## config.mk

```make
export PLATFORM = sky130hd
export DESIGN_NAME = useq_sequencer
export DESIGN_NICKNAME = d
export VERILOG_FILES = /design/src/rtl/useq_pkg.sv /design/src/rtl/useq_store.sv /design/src/rtl/useq_dispatch.sv /design/src/rtl/useq_addr_sel.sv /design/src/rtl/useq_sequencer.sv
export SDC_FILE = /design/constraint.sdc
export NUM_CORES = 1
export LEC_CHECK = 0
export CAP_MARGIN = 10
export CORE_MARGIN = 4
export CORE_UTILIZATION = 39
export CTS_BUF_LIST = sky130_fd_sc_hd__clkbuf_4 sky130_fd_sc_hd__clkbuf_8 sky130_fd_sc_hd__clkbuf_16
export DETAILED_ROUTE_END_ITERATION = 8
export GPL_TIMING_DRIVEN = 1
export MAX_ROUTING_LAYER = met4
export PLACE_DENSITY_LB_ADDON = 0.1
export SYNTH_ARGS = -nofsm -noshare
export SYNTH_HDL_FRONTEND = slang
export SYNTH_HIERARCHICAL = 1
export SYNTH_SLANG_ARGS = --single-unit
```

## constraint.sdc

```tcl
create_clock -name clk -period 1.8 [get_ports clk]
set_input_delay 0.45 -clock clk [delete_from_list [all_inputs] [get_ports clk]]
set_output_delay 0.45 -clock clk [all_outputs]
set_load 0.01 [all_outputs]
```

## src/rtl/useq_pkg.sv

```systemverilog
package useq_pkg;

    localparam int OPC_W   = 6;
    localparam int UADDR_W = 4;
    localparam int CTRL_W  = 16;

    localparam logic [OPC_W-1:0] OP_RTYPE = 6'h00;
    localparam logic [OPC_W-1:0] OP_LOAD  = 6'h23;
    localparam logic [OPC_W-1:0] OP_STORE = 6'h2B;
    localparam logic [OPC_W-1:0] OP_BEQ   = 6'h04;
    localparam logic [OPC_W-1:0] OP_JUMP  = 6'h02;

    typedef enum logic [UADDR_W-1:0] {
        ST_FETCH     = 4'd0,
        ST_DECODE    = 4'd1,
        ST_MEM_ADDR  = 4'd2,
        ST_MEM_READ  = 4'd3,
        ST_LOAD_WB   = 4'd4,
        ST_MEM_WRITE = 4'd5,
        ST_EXECUTE   = 4'd6,
        ST_ALU_WB    = 4'd7,
        ST_BRANCH    = 4'd8,
        ST_JUMP      = 4'd9
    } ustate_t;

    typedef enum logic [1:0] {
        SEQ_FETCH = 2'b00,
        SEQ_DISP1 = 2'b01,
        SEQ_DISP2 = 2'b10,
        SEQ_NEXT  = 2'b11
    } seq_t;

    typedef struct packed {
        logic       pc_load;
        logic       pc_load_if_zero;
        logic       addr_sel_data;
        logic       mem_read;
        logic       mem_write;
        logic       ir_load;
        logic       wb_sel_mem;
        logic [1:0] pc_next_sel;
        logic [1:0] alu_mode;
        logic [1:0] alu_b_sel;
        logic       alu_a_sel;
        logic       rf_write;
        logic       rf_dst_sel;
    } ctrl_t;

endpackage

```

## src/rtl/useq_store.sv

```systemverilog
module useq_store
    import useq_pkg::*;
(
    input  ustate_t addr,
    output ctrl_t   ctrl,
    output seq_t    seq
);
    always_comb begin
        ctrl = '0;
        seq  = SEQ_FETCH;
        unique case (addr)
            ST_FETCH: begin
                ctrl.mem_read  = 1'b1;
                ctrl.ir_load   = 1'b1;
                ctrl.pc_load   = 1'b1;
                ctrl.alu_b_sel = 2'b01;
                seq            = SEQ_NEXT;
            end
            ST_DECODE: begin
                ctrl.alu_b_sel = 2'b11;
                seq            = SEQ_DISP1;
            end
            ST_MEM_ADDR: begin
                ctrl.alu_a_sel = 1'b1;
                ctrl.alu_b_sel = 2'b10;
                seq            = SEQ_DISP2;
            end
            ST_MEM_READ: begin
                ctrl.mem_read      = 1'b1;
                ctrl.addr_sel_data = 1'b1;
                seq                = SEQ_NEXT;
            end
            ST_LOAD_WB: begin
                ctrl.rf_write   = 1'b1;
                ctrl.wb_sel_mem = 1'b1;
                seq             = SEQ_FETCH;
            end
            ST_MEM_WRITE: begin
                ctrl.mem_write     = 1'b1;
                ctrl.addr_sel_data = 1'b1;
                seq                = SEQ_FETCH;
            end
            ST_EXECUTE: begin
                ctrl.alu_a_sel = 1'b1;
                ctrl.alu_mode  = 2'b10;
                seq            = SEQ_NEXT;
            end
            ST_ALU_WB: begin
                ctrl.rf_write   = 1'b1;
                ctrl.rf_dst_sel = 1'b1;
                seq             = SEQ_FETCH;
            end
            ST_BRANCH: begin
                ctrl.alu_a_sel       = 1'b1;
                ctrl.alu_mode        = 2'b01;
                ctrl.pc_load_if_zero = 1'b1;
                ctrl.pc_next_sel     = 2'b01;
                seq                  = SEQ_FETCH;
            end
            ST_JUMP: begin
                ctrl.pc_load     = 1'b1;
                ctrl.pc_next_sel = 2'b10;
                seq              = SEQ_FETCH;
            end
            default: begin
                ctrl = '0;
                seq  = SEQ_FETCH;
            end
        endcase
    end
endmodule

```

## src/rtl/useq_dispatch.sv

```systemverilog
module useq_dispatch
    import useq_pkg::*;
#(
    parameter int TABLE_ID = 1
) (
    input  logic [OPC_W-1:0] opcode,
    output ustate_t          target
);
    generate
        if (TABLE_ID == 1) begin : g_first
            always_comb begin
                unique case (opcode)
                    OP_RTYPE:          target = ST_EXECUTE;
                    OP_LOAD, OP_STORE: target = ST_MEM_ADDR;
                    OP_BEQ:            target = ST_BRANCH;
                    OP_JUMP:           target = ST_JUMP;
                    default:           target = ST_FETCH;
                endcase
            end
        end else begin : g_second
            always_comb begin
                unique case (opcode)
                    OP_LOAD:  target = ST_MEM_READ;
                    OP_STORE: target = ST_MEM_WRITE;
                    default:  target = ST_FETCH;
                endcase
            end
        end
    endgenerate
endmodule

```

## src/rtl/useq_addr_sel.sv

```systemverilog
module useq_addr_sel
    import useq_pkg::*;
(
    input  seq_t    seq,
    input  ustate_t cur,
    input  ustate_t disp1,
    input  ustate_t disp2,
    output ustate_t nxt
);
    always_comb begin
        unique case (seq)
            SEQ_FETCH: nxt = ST_FETCH;
            SEQ_DISP1: nxt = disp1;
            SEQ_DISP2: nxt = disp2;
            SEQ_NEXT:  nxt = ustate_t'(UADDR_W'(cur + 1'b1));
            default:   nxt = ST_FETCH;
        endcase
    end
endmodule

```

## src/rtl/useq_sequencer.sv

```systemverilog
module useq_sequencer
    import useq_pkg::*;
(
    input  logic                 clk,
    input  logic                 rst,
    input  logic [OPC_W-1:0]     opcode,
    output logic                 pc_load,
    output logic                 pc_load_if_zero,
    output logic                 addr_sel_data,
    output logic                 mem_read,
    output logic                 mem_write,
    output logic                 ir_load,
    output logic                 wb_sel_mem,
    output logic [1:0]           pc_next_sel,
    output logic [1:0]           alu_mode,
    output logic [1:0]           alu_b_sel,
    output logic                 alu_a_sel,
    output logic                 rf_write,
    output logic                 rf_dst_sel,
    output logic [UADDR_W-1:0]   uaddr
);
    ustate_t upc, upc_nxt, disp1_tgt, disp2_tgt;
    ctrl_t   ctrl;
    seq_t    seq;

    useq_store u_store (.addr(upc), .ctrl(ctrl), .seq(seq));

    useq_dispatch #(.TABLE_ID(1)) u_disp1 (.opcode(opcode), .target(disp1_tgt));
    useq_dispatch #(.TABLE_ID(2)) u_disp2 (.opcode(opcode), .target(disp2_tgt));

    useq_addr_sel u_sel (
        .seq(seq), .cur(upc), .disp1(disp1_tgt), .disp2(disp2_tgt), .nxt(upc_nxt)
    );

    always_ff @(posedge clk) begin
        if (rst) upc <= ST_FETCH;
        else     upc <= upc_nxt;
    end

    always_comb begin
        pc_load         = ctrl.pc_load;
        pc_load_if_zero = ctrl.pc_load_if_zero;
        addr_sel_data   = ctrl.addr_sel_data;
        mem_read        = ctrl.mem_read;
        mem_write       = ctrl.mem_write;
        ir_load         = ctrl.ir_load;
        wb_sel_mem      = ctrl.wb_sel_mem;
        pc_next_sel     = ctrl.pc_next_sel;
        alu_mode        = ctrl.alu_mode;
        alu_b_sel       = ctrl.alu_b_sel;
        alu_a_sel       = ctrl.alu_a_sel;
        rf_write        = ctrl.rf_write;
        rf_dst_sel      = ctrl.rf_dst_sel;
        uaddr           = upc;
    end
endmodule

```

### Word level (Yosys, flattened, before mapping)

Cells that the tools add are included.
Widths: inputs -> output; s select.

* reduce and logical (&&, ||, !) cells: 10
* multiplexer cells: 17
* add/subtract/negate cells: 1
* equal/unequal tests: 16

Operators with widths (number)
* $pmux 4 s4: 2
* $eq 4x3->1 const B: 4
* $eq 6x6->1 const B: 2
* $pmux 2 s3: 2
* $mux 1: 10
* $reduce_or 2->1: 5
* $eq 4x2->1 const B: 2
* $eq 4x4->1 const B: 2
* $pmux 2 s2: 2
* $eq 6x2->1 const B: 1
* $eq 6x3->1 const B: 1
* $logic_not 6->1: 1
* $pmux 3 s2: 1
* $reduce_or 3->1: 2
* $add 4x1->4 const B: 1
* $eq 2x2->1 const B: 2
* $eq 4x1->1 const B: 1
* $logic_not 4->1: 1
* $eq 2x1->1 const B: 1
* $logic_not 2->1: 1

* register bits after elaboration: 4

### Longest topological paths before layout

* depth in word-level cells: 5
* mapped depth: 7
* depth with buffers taken out: 6

### Modules after synthesis

Netlist, hierarchy kept.

By module, submodules not included
* useq_store: cells an instance 31, sequential area each 0.0 um2, times used 1, area an instance 207.7 um2
* useq_addr_sel: cells an instance 17, sequential area each 0.0 um2, times used 1, area an instance 135.1 um2
* useq_sequencer: cells an instance 8, sequential area each 80.1 um2, times used 1, area an instance 105.1 um2
* useq_dispatch at u_disp1: cells an instance 8, sequential area each 0.0 um2, times used 1, area an instance 65.1 um2
* useq_dispatch at u_disp2: cells an instance 6, sequential area each 0.0 um2, times used 1, area an instance 56.3 um2

### Least setup slack after synthesis

No wires, ideal clock.

* kind: reg2reg
* start: register upc[1] (netlist: uaddr[1])
* end: register upc[1] (netlist: uaddr[1])
* data arrival time: 1.629 ns
* slack: 0.057 ns
* data required time: 1.686 ns
* buffers on the path: 1
* cell stages (with the launch flop): 7
* library setup time: 0.114 ns
* cells stage by stage: dfxtp_1 > buf_6 > nand2b_4 > o2bb2ai_1 > mux2_4 > a22o_1 > nor2b_1

* word-level cells in the longest chain between the ends: 5

Ends and longest elaborated chain
* start: declaration: line useq_sequencer.sv:22 `ustate_t upc, upc_nxt, disp1_tgt, disp2_tgt;`
* start signal: assignment: line useq_sequencer.sv:37 `else upc <= upc_nxt;`
* $eq 4x3->1 (tied with other cells): line useq_store.sv:11 `unique case (addr)`
* $reduce_or 3->1 (no line)
* $pmux 2 s3 *: line useq_store.sv:11
* via seq[1]: line useq_sequencer.sv:24 `seq_t seq;`
* $eq 2x2->1 (tied with other cells): line useq_addr_sel.sv:11 `unique case (seq)`
* $pmux 4 s4 *: line useq_addr_sel.sv:11
* via upc_nxt[1]: line useq_sequencer.sv:22

Mark *: on every way through the listed nets, which the timed path passes. The rest lies on a longest branch.
A chain may end at the register's enable or synchronous reset.

### Worst setup path in the final report

* start: register upc[1] (netlist: uaddr[1])
* end: output pc_next_sel[0]

* word-level cells in the longest chain between the ends: 2

Ends and longest elaborated chain
* $eq 4x4->1: line useq_store.sv:11
* $pmux 2 s2 *: line useq_store.sv:11
* end: declaration: line useq_sequencer.sv:14 `output logic [1:0] pc_next_sel,`

Mark *: on every way between the ends. The rest lies on a longest branch, timed or not.

==> out/metrics.csv <==
stage,metric,value,unit
status,outcome,completed,
synth,Post-synth EDFFs,0,
min_path,HP Class,in -> reg,
detailed_routing,Routed WL,1.57,mm
grt,pin count of the biggest net entering global routing,8,
clocking,clock buffer depth,2,
layout,layout cell share with drive strength beyond 1,32.7,%
sta,RSZ-0062 raised after global routing,yes,
clocking,CTS Sinks,4,
grt,GR Util All Layers,17.2,%
layout,max reg flops,4,
sta,max-slew violation count,0,
detailed_routing,wire per inst,12.5,µm
sta,endpoints failing setup,0,
sta,final worst path period need,1.75,ns
placement,hpwl dp,1.32,mm
power,pwr dens,1840,nW/µm²
detailed_routing,Final ANT Viol Nets,0,
min_path,Worst Hold Path EP,uaddr[1]$_SDFF_PP0_,
clocking,register clock-pin slew on the reported worst setup and hold paths,0.05,ns
layout,area of the multi-input gates,468,µm²
layout,Area Overhead vs Synth,70.1,%
sta,WHS,0.856,ns
power,Worst VDD drop,0.862,mV
detailed_routing,DRT Pass-1 Iters,3,
layout,ANT cells,0,
setup_path,CP Launch Type,flip-flop,
setup_path,Worst R2R Path Depth,7,
die,die footprint,2130,µm²
synth,Synth Instances,70,
die,total core area,1330,µm²
grt,antenna violations before repair,0,
synth,Synth Warn #,6,
setup_path,FF-to-FF setup slack,0.21,ns
clocking,worst skew pair latency,0.24,ns
setup_path,Worst EP arrival,1.30,ns
detailed_routing,vias,638,
detailed_routing,DR vias/cell,5.10,
grt,vias in the first global route,635,
setup_path,crit path kind,reg -> out,
sta,Fin. Hold Viols,0,
synth,ys async rst share,0,%
synth,synthesized area per cell,8.13,µm²
setup_path,CP Max Fanout,7,
sta,f_max,571,MHz
clocking,"Setup Fix Bufs, Post-CTS",0,
layout,Fillers,131,
synth,ys flop type,dfxtp_1,
die,chip height,46.2,µm
power,Lkg Pwr,0.499,nW
placement,placed cell count,122,
setup_path,RR Startpoint,uaddr[0]$_SDFF_PP0_,
setup_path,"Req. time, crit path",1.35,ns
sta,fin crit share,97.3,%
sta,Final Skew,0.0102,ns
placement,PortBufs,27,
placement,GPL Wtd Cong,0.861,
clocking,CTS Hold Buffers Added,0,
detailed_routing,initial drt markers,6,
layout,fin area,968,µm²
die,Die Wd,46.2,µm
die,Ports,28,
detailed_routing,# DRC,0,
flow_run,maxcap violations,0,
layout,FF/Latch Area,92.6,µm²
clocking,CTS H-Tree Depth,1,
setup_path,Crit. End Element,output port,
die,Initial Util,42.7,%
die,num rows,13,
layout,Non-Filler Instances,125,
min_path,HP Start,rst,
setup_path,terminus of the critical flop-to-flop path,uaddr[3]$_SDFF_PP0_,
clocking,CTS tree,built,
synth,"flops & latches, synth",4,
layout,Layout Nets,121,
min_path,hold depth,2,
grt,first-pass GRT wire length,2.68,mm
power,overall power,1.78,mW
synth,synthesized cell area,569,µm²
grt,grt total ovfl,0,
synth,"Distinct cells, synth",35,
placement,Placed Area,926,µm²
clocking,clock root cell,clkbuf_4,
synth,post-synthesis sequential area ratio,14.1,%
clocking,Num CTS Buffers,3,
synth,Syn Nets,79,
==> where the power goes <==
group          total, mW  switching (mW)  internal [mW]
Combinational       1.43           0.638          0.794
Clock              0.114          0.0390         0.0748
Sequential         0.233          0.0841          0.149
Total               1.78           0.761           1.02
==> layout by cell type (no fill, tap or decap), drive strengths merged <==
| cell type | instances |
|---|---|
| a211oi | 1 |
| nand4b | 1 |
| or2 | 2 |
| xor2 | 3 |
| inv | 1 |
| nand3 | 2 |
| nor2 | 12 |
| xnor2 | 3 |
| mux2i | 2 |
| and3b | 1 |
| or4 | 1 |
| clkdlybuf4s50 | 7 |
| nand2b | 4 |
| ha | 1 |
| buf | 15 |
| clkdlybuf4s15 | 1 |
| dlymetal6s2s | 1 |
| o22ai | 1 |
| a21o | 1 |
| dlygate4sd2 | 18 |
| nor3 | 3 |
| o21ai | 2 |
| a21oi | 3 |
| nor4 | 1 |
| a22o | 2 |
| nand2 | 2 |
| nor3b | 2 |
| nor2b | 5 |
| or3 | 1 |
| dfxtp | 4 |
| nor4b | 1 |
| conb | 1 |
| mux2 | 1 |
| o2bb2ai | 1 |
| clkbuf | 3 |
==> final cells by class <==
class                           count  share of cell area [%]
Clock buffer                        3                    2.33
Inverter                            1                   0.388
Multi-Input combinational cell     60                    48.3
Sequential cell                     4                    9.56
Tap cell                           15                    1.94
Timing Repair Buffer               42                    37.5
==> critical path, cell delays in order (launching register included) <==
cell and delay, ns:
dfxtp_4 0.37, or2_4 0.28, nor2_2 0.13, dlygate4sd2_1 0.28
==> per-stage QoR <==
stage / TNS [ns] / setup slack [ns] / util [%]
after floorplan: 0 / 0.0572 / -
after global placement: -1.07 / -0.343 / 69.4
after detailed placement: -1.35 / -0.340 / 69.4
after CTS: 0 / 0.0294 / 72.1
after global routing: -0.0867 / -0.0232 / 72.6
final: 0 / 0.0478 / 72.6
==> cell usage after synthesis, types with 2 or more instances <==
cell type | count | area share [%]
nand2_1 | 2 | 1.3
nor2b_1 | 4 | 4.4
or2_4 | 2 | 3.1
buf_4 | 3 | 4.0
nand3_1 | 2 | 1.8
a22o_1 | 2 | 3.1
buf_6 | 2 | 4.0
xor2_1 | 3 | 4.6
xnor2_1 | 3 | 4.6
nor2_1 | 12 | 7.9
mux2i_1 | 2 | 3.5
nor3_1 | 3 | 2.6
nand2b_1 | 3 | 3.3
a21oi_1 | 3 | 2.6
dfxtp_1 | 4 | 14
==> what timing repair did <==
action,CTS,global route
setup endpoints to repair,22,9
gates cloned,0,0
pin swaps,1,1
resized for setup,30,3
==> worst max path at each step <==
stage	slack [ns]	to	cells after the start	from
finish	0.05	pc_next_sel[0]	3	uaddr[1]$_SDFF_PP0_
global route	-0.02	pc_next_sel[0]	3	uaddr[1]$_SDFF_PP0_
detailed placement	-0.34	uaddr[0]$_SDFF_PP0_	7	opcode[3]
global placement	-0.34	uaddr[0]$_SDFF_PP0_	7	opcode[3]
CTS	0.03	pc_next_sel[0]	3	uaddr[1]$_SDFF_PP0_
floorplan	0.06	uaddr[1]$_SDFF_PP0_	6	uaddr[1]$_SDFF_PP0_
==> logic make-up (layout without fill, tap and decap cells) <==
kind of cell	Yosys count	in the layout	synth area share (%)
DFF	4	4	14.1
buffers and inverters	6	46	8.57
AOI/OAI and AO/OA	11	11	14.7
other	1	1	0.659
xor gates and xnor gates	6	6	9.23
muxes	3	3	6.15
adders and majority gates	1	1	2.20
and+or+nand+nor	38	38	44.4
==> layer usage <==
layer	vias to the layer above	part of all wire (%)	track usage, %	wire length (µm)
met4	0	0.89	3.41	14
met1	291	38	18.0	601
li1	325	-	-	-
met3	2	6.8	4.30	106
met2	20	54	32.1	845
met5	-	0	-	0
(Power assumes the default switching activity.)
